### src/rtl/frm_pkg.sv
package frm_pkg;

  localparam int LAT_W = 3;

  typedef enum logic [2:0] {
    ST_STBY   = 3'd0,
    ST_IDLE   = 3'd1,
    ST_PAGE   = 3'd2,
    ST_SINGLE = 3'd3,
    ST_LAT    = 3'd4,
    ST_BURST  = 3'd5,
    ST_HOLD   = 3'd6
  } rd_state_e;

  typedef struct packed {
    logic             burst;
    logic [LAT_W-1:0] lat;
  } rd_cfg_t;

  localparam int CFG_W = $bits(rd_cfg_t);

endpackage

### src/rtl/frm_rst_sync.sv
module frm_rst_sync #(
  parameter int STAGES = 2
) (
  input  logic clk,
  input  logic rst_n_async,
  output logic rst_n_sync
);

  logic [STAGES-1:0] shift_q;
  logic [STAGES-1:0] shift_d;

  always_comb begin
    shift_d = {shift_q[STAGES-2:0], 1'b1};
  end

  always_ff @(posedge clk or negedge rst_n_async) begin
    if (!rst_n_async) shift_q <= '0;
    else              shift_q <= shift_d;
  end

  assign rst_n_sync = shift_q[STAGES-1];

endmodule

### src/rtl/frm_cfg_reg.sv
module frm_cfg_reg
  import frm_pkg::*;
#(
  parameter int RST_LAT = 7
) (
  input  logic    clk,
  input  logic    rst_n,
  input  logic    we,
  input  rd_cfg_t wdata,
  output rd_cfg_t cfg_q
);

  rd_cfg_t cfg_d;

  always_comb begin
    cfg_d = cfg_q;
    if (we) cfg_d = wdata;
  end

  always_ff @(posedge clk or negedge rst_n) begin
    if (!rst_n) begin
      cfg_q.burst <= 1'b0;
      cfg_q.lat   <= LAT_W'(RST_LAT);
    end else begin
      cfg_q <= cfg_d;
    end
  end


  cfg_load_chk: assert property (@(posedge clk) disable iff (!rst_n)
    we |=> (cfg_q == $past(wdata)));

endmodule

### src/rtl/frm_region.sv
module frm_region #(
  parameter int ADDR_W      = 20,
  parameter int PBLK_WORDS  = 4096,
  parameter int PBLK_COUNT  = 8,
  parameter bit PBLK_AT_TOP = 1'b0
) (
  input  logic [ADDR_W-1:0] addr,
  output logic              is_param
);

  localparam longint unsigned SPAN    = longint'(PBLK_WORDS) * longint'(PBLK_COUNT);
  localparam longint unsigned FULL    = longint'(1) << ADDR_W;
  localparam logic [ADDR_W:0] LO_LIM  = (ADDR_W+1)'(SPAN);
  localparam logic [ADDR_W:0] HI_BASE = (ADDR_W+1)'(FULL - SPAN);

  logic [ADDR_W:0] addr_x;
  assign addr_x = {1'b0, addr};

  generate
    if (PBLK_AT_TOP) begin : g_top
      assign is_param = (addr_x >= HI_BASE);
    end else begin : g_bottom
      assign is_param = (addr_x < LO_LIM);
    end
  endgenerate

endmodule

### src/rtl/frm_burst_ctr.sv
module frm_burst_ctr #(
  parameter int ADDR_W = 20,
  parameter int LW     = 3
) (
  input  logic              clk,
  input  logic              rst_n,
  input  logic              load,
  input  logic [ADDR_W-1:0] load_addr,
  input  logic [LW-1:0]     load_lat,
  input  logic              adv,
  input  logic              lat_dec,
  output logic [ADDR_W-1:0] addr_q,
  output logic [ADDR_W-1:0] addr_nxt,
  output logic [LW-1:0]     lat_q,
  output logic              lat_last
);

  logic [ADDR_W-1:0] addr_d;
  logic [LW-1:0]     lat_d;

  assign addr_nxt = addr_q + 1'b1;
  assign lat_last = (lat_q == LW'(1));

  always_comb begin
    addr_d = addr_q;
    lat_d  = lat_q;
    if (load) begin
      addr_d = load_addr;
      lat_d  = load_lat;
    end else begin
      if (adv)     addr_d = addr_nxt;
      if (lat_dec) lat_d  = lat_q - 1'b1;
    end
  end

  always_ff @(posedge clk or negedge rst_n) begin
    if (!rst_n) begin
      addr_q <= '0;
      lat_q  <= '0;
    end else begin
      addr_q <= addr_d;
      lat_q  <= lat_d;
    end
  end


  lat_underflow_chk: assert property (@(posedge clk) disable iff (!rst_n)
    lat_dec |-> (lat_q != '0));

endmodule

### src/rtl/flash_read_mode_ctrl.sv
module flash_read_mode_ctrl
  import frm_pkg::*;
#(
  parameter int ADDR_W      = 20,
  parameter int PG_BITS     = 2,
  parameter int PBLK_WORDS  = 4096,
  parameter int PBLK_COUNT  = 8,
  parameter bit PBLK_AT_TOP = 1'b0,
  parameter int RST_LAT     = 7,
  parameter int SYNC_STAGES = 2
) (
  input  logic              clk,
  input  logic              rst_n,
  input  logic              sel,
  input  logic              rd_req,
  input  logic [ADDR_W-1:0] rd_addr,
  input  logic              cfg_we,
  input  logic [3:0]        cfg_data,
  output logic [ADDR_W-1:0] arr_addr,
  output logic              arr_en,
  output logic              rd_wait,
  output logic              standby
);

  logic              rst_n_i;
  rd_cfg_t           cfg_q;
  rd_state_e         st_q, st_d;
  logic              ld, adv, lat_dec;
  logic [ADDR_W-1:0] cnt_addr, cnt_nxt;
  logic [LAT_W-1:0]  lat_q;
  logic              lat_last;
  logic              start_param, nxt_param, cur_param;

  frm_rst_sync #(.STAGES(SYNC_STAGES)) u_rst (
    .clk        (clk),
    .rst_n_async(rst_n),
    .rst_n_sync (rst_n_i)
  );

  frm_cfg_reg #(.RST_LAT(RST_LAT)) u_cfg (
    .clk  (clk),
    .rst_n(rst_n_i),
    .we   (cfg_we),
    .wdata(rd_cfg_t'(cfg_data)),
    .cfg_q(cfg_q)
  );

  frm_burst_ctr #(.ADDR_W(ADDR_W), .LW(LAT_W)) u_ctr (
    .clk      (clk),
    .rst_n    (rst_n_i),
    .load     (ld),
    .load_addr(rd_addr),
    .load_lat (cfg_q.lat),
    .adv      (adv),
    .lat_dec  (lat_dec),
    .addr_q   (cnt_addr),
    .addr_nxt (cnt_nxt),
    .lat_q    (lat_q),
    .lat_last (lat_last)
  );

  frm_region #(.ADDR_W(ADDR_W), .PBLK_WORDS(PBLK_WORDS), .PBLK_COUNT(PBLK_COUNT),
               .PBLK_AT_TOP(PBLK_AT_TOP)) u_reg_start (
    .addr    (rd_addr),
    .is_param(start_param)
  );

  frm_region #(.ADDR_W(ADDR_W), .PBLK_WORDS(PBLK_WORDS), .PBLK_COUNT(PBLK_COUNT),
               .PBLK_AT_TOP(PBLK_AT_TOP)) u_reg_next (
    .addr    (cnt_nxt),
    .is_param(nxt_param)
  );

  frm_region #(.ADDR_W(ADDR_W), .PBLK_WORDS(PBLK_WORDS), .PBLK_COUNT(PBLK_COUNT),
               .PBLK_AT_TOP(PBLK_AT_TOP)) u_reg_cur (
    .addr    (cnt_addr),
    .is_param(cur_param)
  );

  // next-state logic
  always_comb begin
    st_d    = st_q;
    ld      = 1'b0;
    adv     = 1'b0;
    lat_dec = 1'b0;
    if (!sel) begin
      st_d = ST_STBY;
    end else begin
      case (st_q)
        ST_STBY: st_d = ST_IDLE;
        ST_IDLE: begin
          if (rd_req) begin
            ld = 1'b1;
            if (start_param)            st_d = ST_SINGLE;
            else if (!cfg_q.burst)      st_d = ST_PAGE;
            else if (cfg_q.lat == '0)   st_d = ST_BURST;
            else                        st_d = ST_LAT;
          end
        end
        ST_PAGE, ST_SINGLE, ST_HOLD: begin
          if (!rd_req) st_d = ST_IDLE;
        end
        ST_LAT: begin
          if (!rd_req) begin
            st_d = ST_IDLE;
          end else begin
            lat_dec = 1'b1;
            if (lat_last) st_d = ST_BURST;
          end
        end
        ST_BURST: begin
          if (!rd_req)        st_d = ST_IDLE;
          else if (nxt_param) st_d = ST_HOLD;
          else                adv  = 1'b1;
        end
        default: st_d = ST_STBY;
      endcase
    end
  end

  // state register
  always_ff @(posedge clk or negedge rst_n_i) begin
    if (!rst_n_i) st_q <= ST_STBY;
    else          st_q <= st_d;
  end

  // output decode
  always_comb begin
    arr_en  = 1'b0;
    rd_wait = 1'b0;
    case (st_q)
      ST_PAGE, ST_SINGLE, ST_BURST: arr_en = 1'b1;
      ST_LAT, ST_HOLD: begin
        arr_en  = 1'b1;
        rd_wait = 1'b1;
      end
      default: ;
    endcase
  end

  assign standby  = (st_q == ST_STBY);
  assign arr_addr = (st_q == ST_PAGE) ? {cnt_addr[ADDR_W-1:PG_BITS], rd_addr[PG_BITS-1:0]}
                                      : cnt_addr;


  desel_standby_chk: assert property (@(posedge clk) disable iff (!rst_n_i)
    !sel |=> (standby && !arr_en));


  idle_lowpower_chk: assert property (@(posedge clk) disable iff (!rst_n_i)
    (sel && !rd_req) |=> (!arr_en && !rd_wait && !standby));


  no_param_burst_chk: assert property (@(posedge clk) disable iff (!rst_n_i)
    (st_q == ST_BURST) |-> !cur_param);


  burst_step_chk: assert property (@(posedge clk) disable iff (!rst_n_i)
    ((st_q == ST_BURST) && ($past(st_q) == ST_BURST)) |-> (cnt_addr == ADDR_W'($past(cnt_addr) + 1'b1)));


  page_nowait_chk: assert property (@(posedge clk) disable iff (!rst_n_i)
    ((st_q == ST_IDLE) && sel && rd_req && !cfg_q.burst) |=> !rd_wait);

endmodule

### config.mk
export PLATFORM = sky130hd
export DESIGN_NAME = flash_read_mode_ctrl
export DESIGN_NICKNAME = d
export VERILOG_FILES = /design/src/rtl/frm_pkg.sv /design/src/rtl/frm_rst_sync.sv /design/src/rtl/frm_cfg_reg.sv /design/src/rtl/frm_region.sv /design/src/rtl/frm_burst_ctr.sv /design/src/rtl/flash_read_mode_ctrl.sv
export SDC_FILE = /design/constraint.sdc
export NUM_CORES = 1
export LEC_CHECK = 0
export BUFFER_PORTS_ARGS = -buffer_cell sky130_fd_sc_hd__buf_4
export CAP_MARGIN = 20
export CORE_ASPECT_RATIO = 0.7
export CORE_UTILIZATION = 40
export CTS_CLUSTER_DIAMETER = 100
export DETAILED_ROUTE_END_ITERATION = 7
export GPL_ROUTABILITY_DRIVEN = 0
export PLACE_DENSITY_LB_ADDON = 0.12
export SYNTH_ARGS = -nofsm -noshare
export SYNTH_HDL_FRONTEND = slang
export SYNTH_HIERARCHICAL = 1
export SYNTH_SLANG_ARGS = --single-unit
### constraint.sdc
create_clock -name clk -period 1.3 [get_ports clk]
set_input_delay 0.13 -clock clk [delete_from_list [all_inputs] [get_ports clk]]
set_output_delay 0.13 -clock clk [all_outputs]
set_load 0.05 [all_outputs]
Word-level counts from Yosys, hierarchy flattened
Cells that the tools add are included.
{"block": "word_totals", "register_bits": 32, "input_bits": 29, "out_inout_bits": 23, "word_cells": 56}
{"block": "op_classes", "n_addsub": 2, "n_lt_le_gt_ge": 2, "eq_ne": 11, "n_mux": 27, "reduce_logical": 8}
{"op": "20-bit by 16-bit less-than comparator with 1-bit output, second input constant", "n": 2}
{"op": "20-bit two-way mux", "n": 2}
{"op": "3-bit two-way mux", "n": 11}
{"op": "20-bit by 1-bit adder with 20-bit output, second input constant", "n": 1}
{"op": "3-bit one-hot mux with 5 select lines", "n": 1}
{"op": "1-bit two-way mux", "n": 12}
{"op": "3-bit equality test, second input constant", "n": 3}
{"op": "4-bit != test, second input constant", "n": 2}
{"op": "3-bit by 1-bit equality test with 1-bit output, second input constant", "n": 2}
{"op": "3-bit by 2-bit equality test with 1-bit output, second input constant", "n": 2}
{"op": "3-bit zero test", "n": 2}
{"op": "3-bit != test, second input constant", "n": 2}
{"op": "5-bit OR reduction", "n": 1}
{"op": "4-bit AND reduction", "n": 1}
{"op": "2-bit nonzero test", "n": 2}
{"op": "3-bit OR reduction", "n": 1}
{"op": "3-bit by 1-bit subtractor with 3-bit output, second input constant", "n": 1}
{"op": "2-bit two-way mux", "n": 1}
{"op": "2-bit OR reduction", "n": 1}

Logic depth before layout (Yosys ltp)
Gate-level depths: netlist of run 1.
{"block": "logic_depth", "depth_word": 8, "ltp_mapped": 14}

Cells and area by module
Netlist of run 1, hierarchy kept.
{"mod": "frm_burst_ctr", "n_inst": 1, "cells_each": 191, "area_each_um2": 1562.7}
{"mod": "flash_read_mode_ctrl", "n_inst": 1, "cells_each": 42, "area_each_um2": 359.1}
{"mod": "frm_cfg_reg", "n_inst": 1, "cells_each": 8, "area_each_um2": 148.9}
{"mod": "frm_rst_sync", "n_inst": 1, "cells_each": 3, "area_each_um2": 53.8}
{"mod": "frm_region", "n_inst": 2, "cells_each": 2, "area_each_um2": 11.3}

Least setup slack after synthesis of run 1
OpenSTA, ideal clock, no wires.
{"block": "synth_path", "path_type": "flip-flop to flip-flop", "from": "register u_ctr.addr_q[12]", "to": "register u_ctr.addr_q[17]", "setup_time_ps": 82, "arrival_time_ps": 3723, "required_time_ps": 1218, "slack_ps": -2504, "path_stages_with_launch": 14, "n_path_buf": 2, "period_less_slack_ps": 3804, "path_cell_list": "dfrtp_1 > clkbuf_1 > and3_1 > or4b_2 > nor3_1 > xor2_1 > or4_1 > nor2_1 > nor3_1 > buf_2 > nand4_1 > or4_1 > or3_1 > a31oi_1"}
{"block": "synth_via", "elab_chain_len": 7}
{"element": "start, declared", "line_no": "frm_burst_ctr.sv:12", "source": "output logic [ADDR_W-1:0] addr_q,"}
{"element": "start signal, assigned", "line_no": "frm_burst_ctr.sv:41", "source": "addr_q <= addr_d;"}
{"element": "20-bit by 1-bit adder with 20-bit output", "line_no": "frm_burst_ctr.sv:21", "source": "assign addr_nxt = addr_q + 1'b1;"}
{"element": "via cnt_nxt[17]", "line_no": "flash_read_mode_ctrl.sv:29", "source": "logic [ADDR_W-1:0] cnt_addr, cnt_nxt;"}
{"element": "20-bit by 16-bit less-than comparator with 1-bit output", "line_no": "frm_region.sv:23", "source": "assign is_param = (addr_x < LO_LIM);"}
{"element": "via nxt_param", "line_no": "flash_read_mode_ctrl.sv:32", "source": "logic start_param, nxt_param, cur_param;"}
{"element": "1-bit two-way mux", "line_no": "flash_read_mode_ctrl.sv:113", "source": "else if (nxt_param) st_d = ST_HOLD;"}
{"element": "1-bit two-way mux", "line_no": "flash_read_mode_ctrl.sv:112", "source": "if (!rd_req) st_d = ST_IDLE;"}
{"element": "1-bit two-way mux", "line_no": "flash_read_mode_ctrl.sv:89", "source": "case (st_q)"}
{"element": "1-bit two-way mux", "line_no": "flash_read_mode_ctrl.sv:86", "source": "if (!sel) begin"}
{"element": "via adv", "line_no": "flash_read_mode_ctrl.sv:28", "source": "logic ld, adv, lat_dec;"}
{"element": "2-bit nonzero test (no source line)"}
The timed path passes the listed nets, and every way through them passes these cells. The select of a mux whose other input is x is not followed.
A chain may end at the register's enable or synchronous reset.

Final worst setup path of run 1
{"block": "layout_path", "from": "register u_ctr.addr_q[5]", "to": "register u_ctr.addr_q[19]"}
Same word-level chain as after synthesis.

==> impl_metrics.sql, run 1 <==
INSERT INTO impl_metrics (metric_group, metric, value, unit) VALUES
('worst_hold_path', 'whs_endpoint', 'u_ctr/addr_q[6]', ''),
('clock_network', 'clk_pin_slew', '0.07', 'ns'),
('power_and_ir_drop', 'worst_ir_drop_vdd', '1560', 'µV'),
('sta', 'hold_violations', '0', ''),
('clock_network', 'root_buffer', 'clkbuf_8', ''),
('global_route', 'grt_overflow_total', '0', ''),
('critical_path', 'regToRegEndpoint', 'u_ctr/addr_q[19]', ''),
('place', 'port_buffers', '51', ''),
('sta', 'final.setup.tns', '-43.05', 'ns'),
('place', 'pre_cts_slack', '-1.88', 'ns'),
('final_layout', 'synthToLayoutAreaGrowth', '80.8', '%'),
('sta', 'finalSetupViolCount', '31', ''),
('synthesis', 'synth_fp_nets', '255', ''),
('synthesis', 'synth_cells', '223', ''),
('critical_path', 'regToRegSetupSlack', '-2.04', 'ns'),
('final_layout', 'finish.utilization', '0.789', ''),
('critical_path', 'critical_path_class', 'reg -> reg', ''),
('outcome', 'outcome', 'complete, but fails checks', ''),
('critical_path', 'crit_fanout', '3', ''),
('flow_run', 'cap_viol_max_count', '0', ''),
('drt', 'detail_route.wl_per_cell', '17.7', 'µm'),
('place', 'hpwlAfterDp', '4500', 'µm'),
('drt', 'wirelength', '7340', 'µm'),
('floorplanning', 'area_of_the_core', '0.00453', 'mm²'),
('global_route', 'grt_pass1_vias', '2084', ''),
('drt', 'drc_errors', '0', ''),
('drt', 'avgViaCountPerCell', '5.35', ''),
('critical_path', 'critical_path.slowest_cell', 'or4b_4', ''),
('power_and_ir_drop', 'leakage', '1.56', 'nW'),
('critical_path', 'rr_startpoint', 'u_ctr/addr_q[5]', ''),
('sta', 'setup_ws', '-2.04', 'ns'),
('global_route', 'largest_net_degree_at_the_start_of_global_routing', '18', ''),
('floorplanning', 'die-area', '0.00523', 'mm²'),
('final_layout', 'diode_count', '0', ''),
('critical_path', 'worstPathCellList', 'nand4_1 -> buf_4 -> or4b_4 -> nor3_4 -> xor2_1 -> or4_4 -> nor2_4 -> nor3_2 -> nand4_1 -> or4_4 -> or3_1 -> a31oi_1', ''),
('floorplanning', 'num_io_pins', '52', ''),
('drt', 'drt_pre_antenna_iters', '4', ''),
('sta', 'timing.final.crit_share', '2.57', ''),
('synthesis', 'synthesis.area_per_instance', '8.86', 'µm²'),
('sta', 'slew_viol_final', '0', ''),
('floorplanning', 'die-height', '60.8', 'µm'),
('outcome', 'failed_checks', 'setup timing', ''),
('drt', 'final_antenna_net_count', '0', ''),
('power_and_ir_drop', 'power_density', '2140', 'mW/mm²'),
('global_route', 'grt_first_pass_wirelength', '10400', 'µm'),
('drt', 'dr.first_iter.drc_count', '202', ''),
('critical_path', 'worst_ep_arrival_time', '3.53', 'ns'),
('clock_network', 'cts_made_buffers', '5', ''),
('sta', 'timing.clock.skew', '0.00960', 'ns'),
('critical_path', 'cpLargestDelayFamily', 'simple AND/OR/NAND/NOR gates', ''),
('drt', 'detailroute.via_count', '2226', ''),
('floorplanning', 'floorplan.die.width', '86', 'µm'),
('sta', 'unrepaired_setup_endpoints_after_global_routing', 'true', ''),
('final_layout', 'nNetsFinal', '381', ''),
('synthesis', 'yosys_warnings', '6', ''),
('global_route', 'globalRouteTotalUtil', '0.269', ''),
('worst_hold_path', 'hold_path_startpoint', 'rd_addr[6]', ''),
('worst_hold_path', 'hold_path_depth', '3', ''),
('critical_path', 'timing.critical_path.required', '1.49', 'ns'),
('global_route', 'antenna_found_initial', '0', ''),
('clock_network', 'worst_skew_pair.late_latency', '0.29', 'ns'),
('final_layout', 'drive_gt1_frac', '0.617', ''),
('clock_network', 'cts.htree.levels', '2', ''),
('sta', 'fmaxAchievable', '300', 'MHz'),
('synthesis', 'synth_area', '0.00198', 'mm²'),
('worst_hold_path', 'hp-class', 'in -> reg', ''),
('clock_network', 'cts_tree', 'done', ''),
('floorplanning', 'starting_utilization_of_the_core_area', '0.436', ''),
('final_layout', 'finish.cell_count_without_fillers', '416', ''),
('clock_network', 'clock-sinks', '32', ''),
('floorplanning', 'row_count', '20', ''),
('critical_path', 'reg2regPathDepth', '12', ''),
('critical_path', 'critical_path_buf_inv_count', '1', ''),
('critical_path', 'startpoint_type', 'flop', ''),
('critical_path', 'endpoint_kind', 'flop', ''),
('critical_path', 'crit_path_max_incr_delay', '0.55', 'ns'),
('clock_network', 'clk_path_buf_depth', '2', ''),
('sta', 'final_period_minus_worst_setup_slack', '3.34', 'ns'),
('place', 'placed_cell_count', '389', '');
## flip-flops by register name, indices dropped and copies added, names as in the netlist
name           count
st_q               3
u_cfg/cfg_q        4
u_ctr/addr_q      20
u_ctr/lat_q        3
u_rst/shift_q      2
## metrics by stage
step                      hold slack, ns  cell area, µm²  total power, mW
after detailed placement         -0.0856            2960             5.90
after floorplan                   -0.166            2120             4.26
after global routing              0.0570            3570             7.98
after CTS                         0.0504            3400             7.29
after global placement           -0.0865            2960             5.81
final                             0.0522            3570             7.65
## final cells by class
| type | instances | area [µm²] |
|---|---|---|
| Clock inverter | 2 | 35.0 |
| Inverter | 4 | 22.5 |
| Fill cell | 276 | 957 |
| Multi-Input combinational cell | 169 | 1370 |
| Tap cell | 66 | 82.6 |
| Clock buffer | 6 | 72.6 |
| Timing Repair Buffer | 137 | 1170 |
| Sequential cell | 32 | 821 |
## worst min-delay path, stage by stage
cell	delay (ns)
buf_4	0.08
nand2_1	0.04
o21ai_1	0.06
## metal layers
metal / vias up / track usage / part of all wire
li1: 1037 / - / -
met1: 1054 / 0.388 / 0.45
met2: 116 / 0.421 / 0.46
met3: 19 / 0.0476 / 0.070
met4: 0 / 0.0762 / 0.025
met5: - / 0 / 0
## worst max path at each step
stage | cells after the start | start | slack, ns | end
final | 12 | u_ctr/addr_q[5] | -2.04 | u_ctr/addr_q[19]
after global routing | 12 | u_ctr/addr_q[5] | -2.12 | u_ctr/addr_q[17]
after CTS | 11 | u_ctr/addr_q[3] | -1.76 | u_ctr/addr_q[19]
after detailed placement | 11 | u_ctr/addr_q[10] | -1.88 | u_ctr/addr_q[19]
after global placement | 11 | u_ctr/addr_q[10] | -1.77 | u_ctr/addr_q[17]
after floorplan | 14 | u_ctr/addr_q[4] | -2.13 | u_ctr/addr_q[17]
## repair_timing
item / CTS / global route
resized for setup: 60 / 27
setup endpoints to repair: 31 / 32
setup buffers: 10 / 11
endpoints found under the hold margin: 2 / 0
cloned: 2 / 0
hold buffers: 1 / 0
pin swaps: 20 / 27
## layout by cell type, fill, tap and decap left out, types with 3 or more instances in the layout
| cell | n |
|---|---|
| buf_4 | 111 |
| nand2_1 | 25 |
| buf_6 | 18 |
| dfrtp_1 | 16 |
| o21ai_1 | 13 |
| dfrtp_2 | 13 |
| nor2_1 | 11 |
| xor2_1 | 10 |
| nand2_2 | 8 |
| nand4_1 | 8 |
| o21ai_0 | 7 |
| xnor2_1 | 7 |
| buf_8 | 6 |
| mux2_4 | 5 |
| clkbuf_8 | 5 |
| nor3_2 | 4 |
| nand2b_1 | 4 |
| mux2_2 | 4 |
| or4_4 | 4 |
| a31oi_1 | 4 |
| o21ai_2 | 3 |
| dfstp_2 | 3 |
| nand3_1 | 3 |
| nor2_4 | 3 |
| inv_1 | 3 |
| or4_1 | 3 |
| ha_1 | 3 |
## power breakdown
group	leakage, nW	internal [mW]	switching [mW]	total (mW)
Combinational	1.14	2.13	2.85	4.98
Clock	0.0552	0.568	0.380	0.948
Sequential	0.370	1.43	0.290	1.72
No activity file was read; power rests on OpenSTA's default activity.
==> run 2: changes to the inputs <==
--- a/config.mk
+++ b/config.mk
@@ -5,7 +5,7 @@
 export SDC_FILE = /design/constraint.sdc
 export NUM_CORES = 1
 export LEC_CHECK = 0
-export BUFFER_PORTS_ARGS = -buffer_cell sky130_fd_sc_hd__buf_4
+export BUFFER_PORTS_ARGS = -buffer_cell sky130_fd_sc_hd__buf_2
 export CAP_MARGIN = 20
 export CORE_ASPECT_RATIO = 0.7
 export CORE_UTILIZATION = 40
==> run 2 against run 1 <==
The flow still finishes with violations (setup timing). Critical path depth fell by 1. Core utilization fell by 6.5 points. Sequential cell count did not move. Clock-buffer cell count did not move. Setup slack improved by 0.38 ns. Largest cell class unchanged.
==> impl_metrics.sql, run 2 (synthesized netlist as in run 1, its figures left out) <==
INSERT INTO impl_metrics (metric_group, metric, value, unit) VALUES
('final_layout', 'final_cell_mix', '76 x buf_4, 45 x buf_2, 29 x nand2_1', ''),
('power_and_ir_drop', 'power', '7.00', 'mW'),
('critical_path', 'timing.critical_path.required', '1.50', 'ns'),
('drt', 'dr.max_layer_used', 'met4', ''),
('drt', 'detail_route.wl_per_cell', '14.6', 'µm'),
('sta', 'timing.clock.skew', '0.00741', 'ns'),
('power_and_ir_drop', 'comb_pwr_share', '0.625', ''),
('worst_hold_path', 'hold_path_depth', '3', ''),
('outcome', 'failed_checks', 'setup timing', ''),
('floorplanning', 'die-area', '0.00523', 'mm²'),
('floorplanning', 'floorplan.die.width', '86', 'µm'),
('clock_network', 'clk_path_buf_depth', '2', ''),
('place', 'dpl_cell_area', '0.00282', 'mm²'),
('critical_path', 'critical_path_depth', '11', ''),
('sta', 'slew_viol_final', '0', ''),
('place', 'pre_cts_slack', '-1.79', 'ns'),
('final_layout', 'largest-register', 'u_ctr/addr_q', ''),
('sta', 'final.setup.tns', '-36.90', 'ns'),
('flow_run', 'cap_viol_max_count', '0', ''),
('sta', 'hold_violations', '0', ''),
('final_layout', 'finish.cell_count_without_fillers', '417', ''),
('sta', 'timing.final.crit_share', '2.28', ''),
('critical_path', 'rr_startpoint', 'u_ctr/addr_q[5]', ''),
('power_and_ir_drop', 'power_switching_share', '0.464', ''),
('power_and_ir_drop', 'power_density', '2140', 'mW/mm²'),
('drt', 'final_antenna_net_count', '0', ''),
('drt', 'dr.first_iter.drc_count', '121', ''),
('critical_path', 'crit_fanout', '4', ''),
('floorplanning', 'area_of_the_core', '0.00453', 'mm²'),
('final_layout', 'synthToLayoutAreaGrowth', '65.9', '%'),
('power_and_ir_drop', 'power.net_switching', '3.25', 'mW'),
('drt', 'drc_errors', '0', ''),
('clock_network', 'cts.htree.levels', '2', ''),
('critical_path', 'endpoint_kind', 'flop', ''),
('worst_hold_path', 'hold_path_startpoint', 'rd_addr[10]', ''),
('critical_path', 'cpLargestDelayFamily', 'simple AND/OR/NAND/NOR gates', ''),
('sta', 'final_period_minus_worst_setup_slack', '2.96', 'ns'),
('critical_path', 'worstSetupStartpoint', 'u_ctr/addr_q[5]', ''),
('drt', 'drt_pre_antenna_iters', '4', ''),
('drt', 'detail_route.wirelength.met1', '3130', 'µm'),
('final_layout', 'drive_gt1_frac', '0.581', ''),
('place', 'hpwlAfterDp', '4260', 'µm'),
('drt', 'wirelength', '6100', 'µm'),
('place', 'placed_cell_count', '388', ''),
('sta', 'hold_slack', '0.0591', 'ns'),
('clock_network', 'clock-sinks', '32', ''),
('place', 'port_buffers', '51', ''),
('global_route', 'grt_overflow_total', '0', ''),
('critical_path', 'crit_path_max_incr_delay', '0.61', 'ns'),
('floorplanning', 'die-height', '60.8', 'µm'),
('drt', 'routed-wl-met2', '2540', 'µm'),
('power_and_ir_drop', 'worst_ir_drop_vdd', '1200', 'µV'),
('sta', 'unrepaired_setup_endpoints_after_global_routing', 'true', ''),
('power_and_ir_drop', 'sequentialPowerShare', '0.242', ''),
('sta', 'finalSetupViolCount', '31', ''),
('global_route', 'largest_net_degree_at_the_start_of_global_routing', '17', ''),
('global_route', 'grt_first_pass_wirelength', '9230', 'µm'),
('floorplanning', 'starting_utilization_of_the_core_area', '0.436', ''),
('global_route', 'antenna_found_initial', '0', ''),
('critical_path', 'critical_path_buf_inv_count', '0', ''),
('clock_network', 'cts_made_buffers', '5', ''),
('final_layout', 'nNetsFinal', '382', ''),
('power_and_ir_drop', 'leakage', '1.44', 'nW'),
('final_layout', 'leading_cell_type_in_the_layout_fill_and_taps_excluded', 'buf_4', ''),
('drt', 'avgViaCountPerCell', '5.12', ''),
('power_and_ir_drop', 'p_int', '3.75', 'mW'),
('critical_path', 'critical_path_class', 'reg -> reg', ''),
('floorplanning', 'row_count', '20', ''),
('worst_hold_path', 'hp-class', 'in -> reg', ''),
('floorplanning', 'num_io_pins', '52', ''),
('critical_path', 'critical_path.slowest_cell', 'or4b_4', ''),
('outcome', 'outcome', 'complete, but fails checks', ''),
('critical_path', 'startpoint_type', 'flop', ''),
('clock_network', 'cts_tree', 'done', ''),
('sta', 'fmaxAchievable', '338', 'MHz'),
('critical_path', 'reg2regPathDepth', '11', ''),
('final_layout', 'largest_registers_ranked_by_flip_flop_count', 'u_ctr/addr_q (20), u_cfg/cfg_q (4)', ''),
('critical_path', 'worst_ep_arrival_time', '3.16', 'ns'),
('final_layout', 'finalInstanceArea', '0.00328', 'mm²'),
('global_route', 'grt_pass1_vias', '1890', ''),
('drt', 'met3_layer_wire_length_in_the_routed_design', '419', 'µm'),
('final_layout', 'filler_cell_count', '352', ''),
('sta', 'setup_ws', '-1.66', 'ns'),
('clock_network', 'worst_skew_pair.late_latency', '0.28', 'ns'),
('final_layout', 'diode_count', '0', ''),
('final_layout', 'finish.utilization', '0.724', ''),
('power_and_ir_drop', 'power.clock.fraction', '0.133', ''),
('clock_network', 'root_buffer', 'clkbuf_8', ''),
('global_route', 'globalRouteTotalUtil', '0.237', ''),
('critical_path', 'worstPathCellList', 'nand4_1 -> or4b_4 -> nor3_2 -> xor2_1 -> or4_1 -> nor2_2 -> nor3_2 -> nand4_1 -> or4_4 -> or3_1 -> a31oi_1', ''),
('drt', 'detailroute.via_count', '2136', ''),
('clock_network', 'clk_pin_slew', '0.07', 'ns'),
('final_layout', 'largest_register_ff_count', '20', '');
==> run 2: final cells by class <==
cell class,count,area [µm²],area share
flip-flops and latches,32,821,0.250
clock inverters,2,35.0,0.0107
repair buffers,138,993,0.303
inverters,4,17.5,0.00534
clock buffers,6,72.6,0.0221
well taps,66,82.6,0.0252
multi-input cells,169,1260,0.383
==> run 2: path summary, 6_finish.rpt <==
path / endpoint / slack, ns
worst max-delay path: u_ctr/addr_q[19] / -1.66
worst min-delay path: u_ctr/addr_q[10] / 0.06
worst max register to register: u_ctr/addr_q[19] / -1.66
worst min register to register: u_ctr/lat_q[0] / 0.21
max in group asynchronous: u_cfg/cfg_q[1] / 0.85
min in group asynchronous: u_rst/shift_q[1] / 0.16
==> run 2: worst reg2reg max path: stages, from the launching register on <==
cell and delay (ns):
dfrtp_2 0.35, nand4_1 0.15, or4b_4 0.61, nor3_2 0.15, xor2_1 0.15, or4_1 0.15
nor2_2 0.05, nor3_2 0.14, nand4_1 0.13, or4_4 0.52, or3_1 0.33, a31oi_1 0.16
==> run 2: timing repair <==
action / in CTS / in global routing
hold endpoints to repair: 2 / 0
gates resized for setup: 34 / 23
hold buffers: 1 / 0
cloned: 1 / 1
pin swaps: 7 / 5
setup endpoints to repair: 31 / 32
buffers inserted: 13 / 6
==> run 2: power groups by stage <==
stage	clock, mW	sequential [mW]	combinational [mW]
finish	0.933	1.69	4.38
global placement	0	1.69	3.87
floorplan	0	2.79	1.47
CTS	0.948	1.69	4.19
global route	0.997	1.74	4.63
detailed placement	0	1.70	3.92
==> run 2: routing by layer <==
metal | vias up | track usage
met5 | - | 0
met4 | 0 | 0.0381
met3 | 2 | 0.0490
met2 | 80 | 0.347
met1 | 1015 | 0.366
li1 | 1039 | -
==> run 3: changes to the inputs <==
--- a/config.mk
+++ b/config.mk
@@ -8,7 +8,7 @@
 export BUFFER_PORTS_ARGS = -buffer_cell sky130_fd_sc_hd__buf_2
 export CAP_MARGIN = 20
 export CORE_ASPECT_RATIO = 0.7
-export CORE_UTILIZATION = 40
+export CORE_UTILIZATION = 48
 export CTS_CLUSTER_DIAMETER = 100
 export DETAILED_ROUTE_END_ITERATION = 7
 export GPL_ROUTABILITY_DRIVEN = 0
==> run 3 against run 2 <==
The flow still finishes with violations (setup timing). Critical endpoint unchanged. Final cell count is 5.0% lower. First-iteration DRC count is 110% higher. Sequential share of layout area is 0.51 points lower. Clock power is 0.9% higher. Wire length is 27% higher. Maximum frequency is 8.0% lower.
==> impl_metrics.sql, run 3 (synthesized netlist as in run 1, its figures left out) <==
INSERT INTO impl_metrics (metric_group, metric, value, unit) VALUES
('outcome', 'outcome', 'complete, but fails checks', ''),
('outcome', 'failed_checks', 'setup timing', ''),
('sta', 'unrepaired_setup_endpoints_after_global_routing', 'true', ''),
('power_and_ir_drop', 'power.clock.fraction', '0.127', ''),
('critical_path', 'startpoint_type', 'flop', ''),
('critical_path', 'crit_path_max_incr_delay', '0.59', 'ns'),
('final_layout', 'nNetsFinal', '375', ''),
('sta', 'final.setup.tns', '-39.43', 'ns'),
('final_layout', 'largest_register_ff_count', '20', ''),
('critical_path', 'crit_fanout', '3', ''),
('worst_hold_path', 'hold_path_startpoint', 'rd_addr[2]', ''),
('critical_path', 'critical_path_class', 'reg -> reg', ''),
('place', 'port_buffers', '51', ''),
('power_and_ir_drop', 'p_int', '3.86', 'mW'),
('clock_network', 'cts_tree', 'done', ''),
('power_and_ir_drop', 'power_density', '2220', 'mW/mm²'),
('sta', 'hold_violations', '0', ''),
('critical_path', 'critical_path.slowest_cell', 'or4_4', ''),
('clock_network', 'cts.htree.levels', '2', ''),
('critical_path', 'cpLargestDelayFamily', 'simple AND/OR/NAND/NOR gates', ''),
('worst_hold_path', 'whs_endpoint', 'u_ctr/addr_q[2]', ''),
('floorplanning', 'row_count', '19', ''),
('critical_path', 'regToRegEndpoint', 'u_ctr/addr_q[19]', ''),
('critical_path', 'reg2regPathDepth', '12', ''),
('global_route', 'met1_usage', '0.434', ''),
('power_and_ir_drop', 'worst_ir_drop_vdd', '1710', 'µV'),
('floorplanning', 'floorplan.die.width', '78.7', 'µm'),
('final_layout', 'leading_cell_type_in_the_layout_fill_and_taps_excluded', 'buf_4', ''),
('clock_network', 'cts_made_buffers', '5', ''),
('floorplanning', 'die-area', '0.00438', 'mm²'),
('final_layout', 'final_cell_mix', '64 x buf_4, 45 x buf_2, 25 x nand2_1', ''),
('power_and_ir_drop', 'leakage', '1.47', 'nW'),
('drt', 'wirelength', '7720', 'µm'),
('critical_path', 'critical_path_depth', '12', ''),
('final_layout', 'diode_count', '0', ''),
('power_and_ir_drop', 'sequentialPowerShare', '0.242', ''),
('final_layout', 'largest-register', 'u_ctr/addr_q', ''),
('clock_network', 'clock-sinks', '32', ''),
('flow_run', 'cap_viol_max_count', '0', ''),
('global_route', 'grt_pass1_vias', '2165', ''),
('place', 'hpwlAfterDp', '4010', 'µm'),
('drt', 'final_antenna_net_count', '0', ''),
('power_and_ir_drop', 'power_switching_share', '0.480', ''),
('floorplanning', 'area_of_the_core', '0.00392', 'mm²'),
('sta', 'final_period_minus_worst_setup_slack', '3.22', 'ns'),
('floorplanning', 'starting_utilization_of_the_core_area', '0.504', ''),
('final_layout', 'drive_gt1_frac', '0.605', ''),
('clock_network', 'worst_skew_pair.late_latency', '0.29', 'ns'),
('drt', 'avgViaCountPerCell', '5.94', ''),
('critical_path', 'rr_startpoint', 'u_ctr/addr_q[1]', ''),
('global_route', 'antenna_found_initial', '0', ''),
('sta', 'timing.final.crit_share', '2.48', ''),
('final_layout', 'finalInstanceArea', '0.00335', 'mm²'),
('power_and_ir_drop', 'power.net_switching', '3.57', 'mW'),
('drt', 'drt_pre_antenna_iters', '5', ''),
('drt', 'detail_route.wl_per_cell', '19.5', 'µm'),
('power_and_ir_drop', 'comb_pwr_share', '0.631', ''),
('final_layout', 'synthToLayoutAreaGrowth', '69.3', '%'),
('critical_path', 'regToRegSetupSlack', '-1.92', 'ns'),
('drt', 'detailroute.via_count', '2354', ''),
('critical_path', 'endpoint_kind', 'flop', ''),
('global_route', 'grt_overflow_total', '0', ''),
('global_route', 'gr-usage-met2', '0.511', ''),
('floorplanning', 'num_io_pins', '52', ''),
('floorplanning', 'die-height', '55.7', 'µm'),
('sta', 'slew_viol_final', '0', ''),
('place', 'dpl_cell_area', '0.00278', 'mm²'),
('global_route', 'global_route.peak_usage_layer', 'met2', ''),
('critical_path', 'timing.critical_path.required', '1.52', 'ns'),
('global_route', 'grt_util_met3', '0.0984', ''),
('critical_path', 'critPathMostFrequentCell', 'or4_4', ''),
('critical_path', 'critical_path_buf_inv_count', '0', ''),
('sta', 'finalSetupViolCount', '31', ''),
('final_layout', 'filler_cell_count', '220', ''),
('final_layout', 'largest_registers_ranked_by_flip_flop_count', 'u_ctr/addr_q (20), u_cfg/cfg_q (4)', ''),
('worst_hold_path', 'hp-class', 'in -> reg', ''),
('global_route', 'globalRouteTotalUtil', '0.332', ''),
('sta', 'hold_slack', '0.0482', 'ns'),
('global_route', 'grt_first_pass_wirelength', '10700', 'µm'),
('global_route', 'largest_net_degree_at_the_start_of_global_routing', '31', ''),
('clock_network', 'clk_pin_slew', '0.07', 'ns'),
('final_layout', 'finish.utilization', '0.853', ''),
('sta', 'fmaxAchievable', '310', 'MHz'),
('drt', 'drc_errors', '0', ''),
('critical_path', 'worstPathCellList', 'ha_4 -> nand2_4 -> or4_4 -> nor2_4 -> xor2_1 -> or4_4 -> nor2_4 -> nor3_4 -> nand4_1 -> or4_4 -> or3_1 -> a31oi_1', ''),
('drt', 'dr.first_iter.drc_count', '256', ''),
('clock_network', 'clk_path_buf_depth', '2', ''),
('sta', 'timing.clock.skew', '0.00219', 'ns'),
('critical_path', 'worst_ep_arrival_time', '3.44', 'ns'),
('clock_network', 'root_buffer', 'clkbuf_8', ''),
('sta', 'setup_ws', '-1.92', 'ns'),
('worst_hold_path', 'hold_path_depth', '3', '');
run 3: layer usage:
| metal | share of wire | up-vias | wire length [µm] |
|---|---|---|---|
| li1 | - | 1029 | - |
| met1 | 0.40 | 1094 | 3060 |
| met2 | 0.45 | 188 | 3510 |
| met3 | 0.11 | 43 | 835 |
| met4 | 0.041 | 0 | 316 |
| met5 | 0 | - | 0 |
run 3: final cells by class:
| class | count | area, µm² | area share |
|---|---|---|---|
| sequential | 32 | 821 | 0.245 |
| clock buffer | 6 | 72.6 | 0.0217 |
| timing repair buffer | 131 | 972 | 0.291 |
| clock inverter | 2 | 35.0 | 0.0105 |
| multi-input combinational | 169 | 1360 | 0.407 |
| inverter | 4 | 17.5 | 0.00524 |
| tap | 52 | 65.1 | 0.0194 |
run 3: per-stage QoR:
stage          total power [mW]  instances  setup slack, ns
2_1_floorplan              4.26        223            -2.13
3_3_place_gp               5.51        370            -1.64
3_5_place_dp               5.58        370            -1.76
4_1_cts                    6.92        390            -1.65
5_1_grt                    7.68        396            -1.96
6_report                   7.42        396            -1.92
run 3: what timing repair did:
item | in CTS | in global routing
hold buffers | 1 | 0
buffers inserted | 16 | 11
endpoints found under the setup margin | 31 | 32
resized for setup | 74 | 20
pin swaps | 34 | 20
hold endpoints to repair | 2 | 0
cloned | 2 | 0
run 3: power by group through the flow:
| stage | clock network, mW | registers, mW | logic, mW |
|---|---|---|---|
| finish | 0.941 | 1.80 | 4.68 |
| global route | 0.998 | 1.82 | 4.85 |
| global placement | 0 | 1.70 | 3.81 |
| floorplan | 0 | 2.79 | 1.47 |
| CTS | 0.939 | 1.73 | 4.25 |
| detailed placement | 0 | 1.72 | 3.86 |
run 3: how the worst max path moves through the flow:
stage,startpoint,end
2_1_floorplan,u_ctr/addr_q[4],u_ctr/addr_q[17]
3_3_place_gp,u_ctr/addr_q[4],u_ctr/addr_q[17]
3_5_place_dp,u_ctr/addr_q[4],u_ctr/addr_q[19]
4_1_cts,u_ctr/addr_q[0],u_ctr/addr_q[19]
5_1_grt,u_ctr/addr_q[5],u_ctr/addr_q[19]
6_report,u_ctr/addr_q[1],u_ctr/addr_q[19]
run 3: worst register-to-register path, stage by stage, from the launching register on:
cell and delay, ns:
dfrtp_1 0.40, ha_4 0.17, nand2_4 0.05, or4_4 0.59, nor2_4 0.11, xor2_1 0.17
or4_4 0.17, nor2_4 0.04, nor3_4 0.20, nand4_1 0.18, or4_4 0.54, or3_1 0.36
a31oi_1 0.17
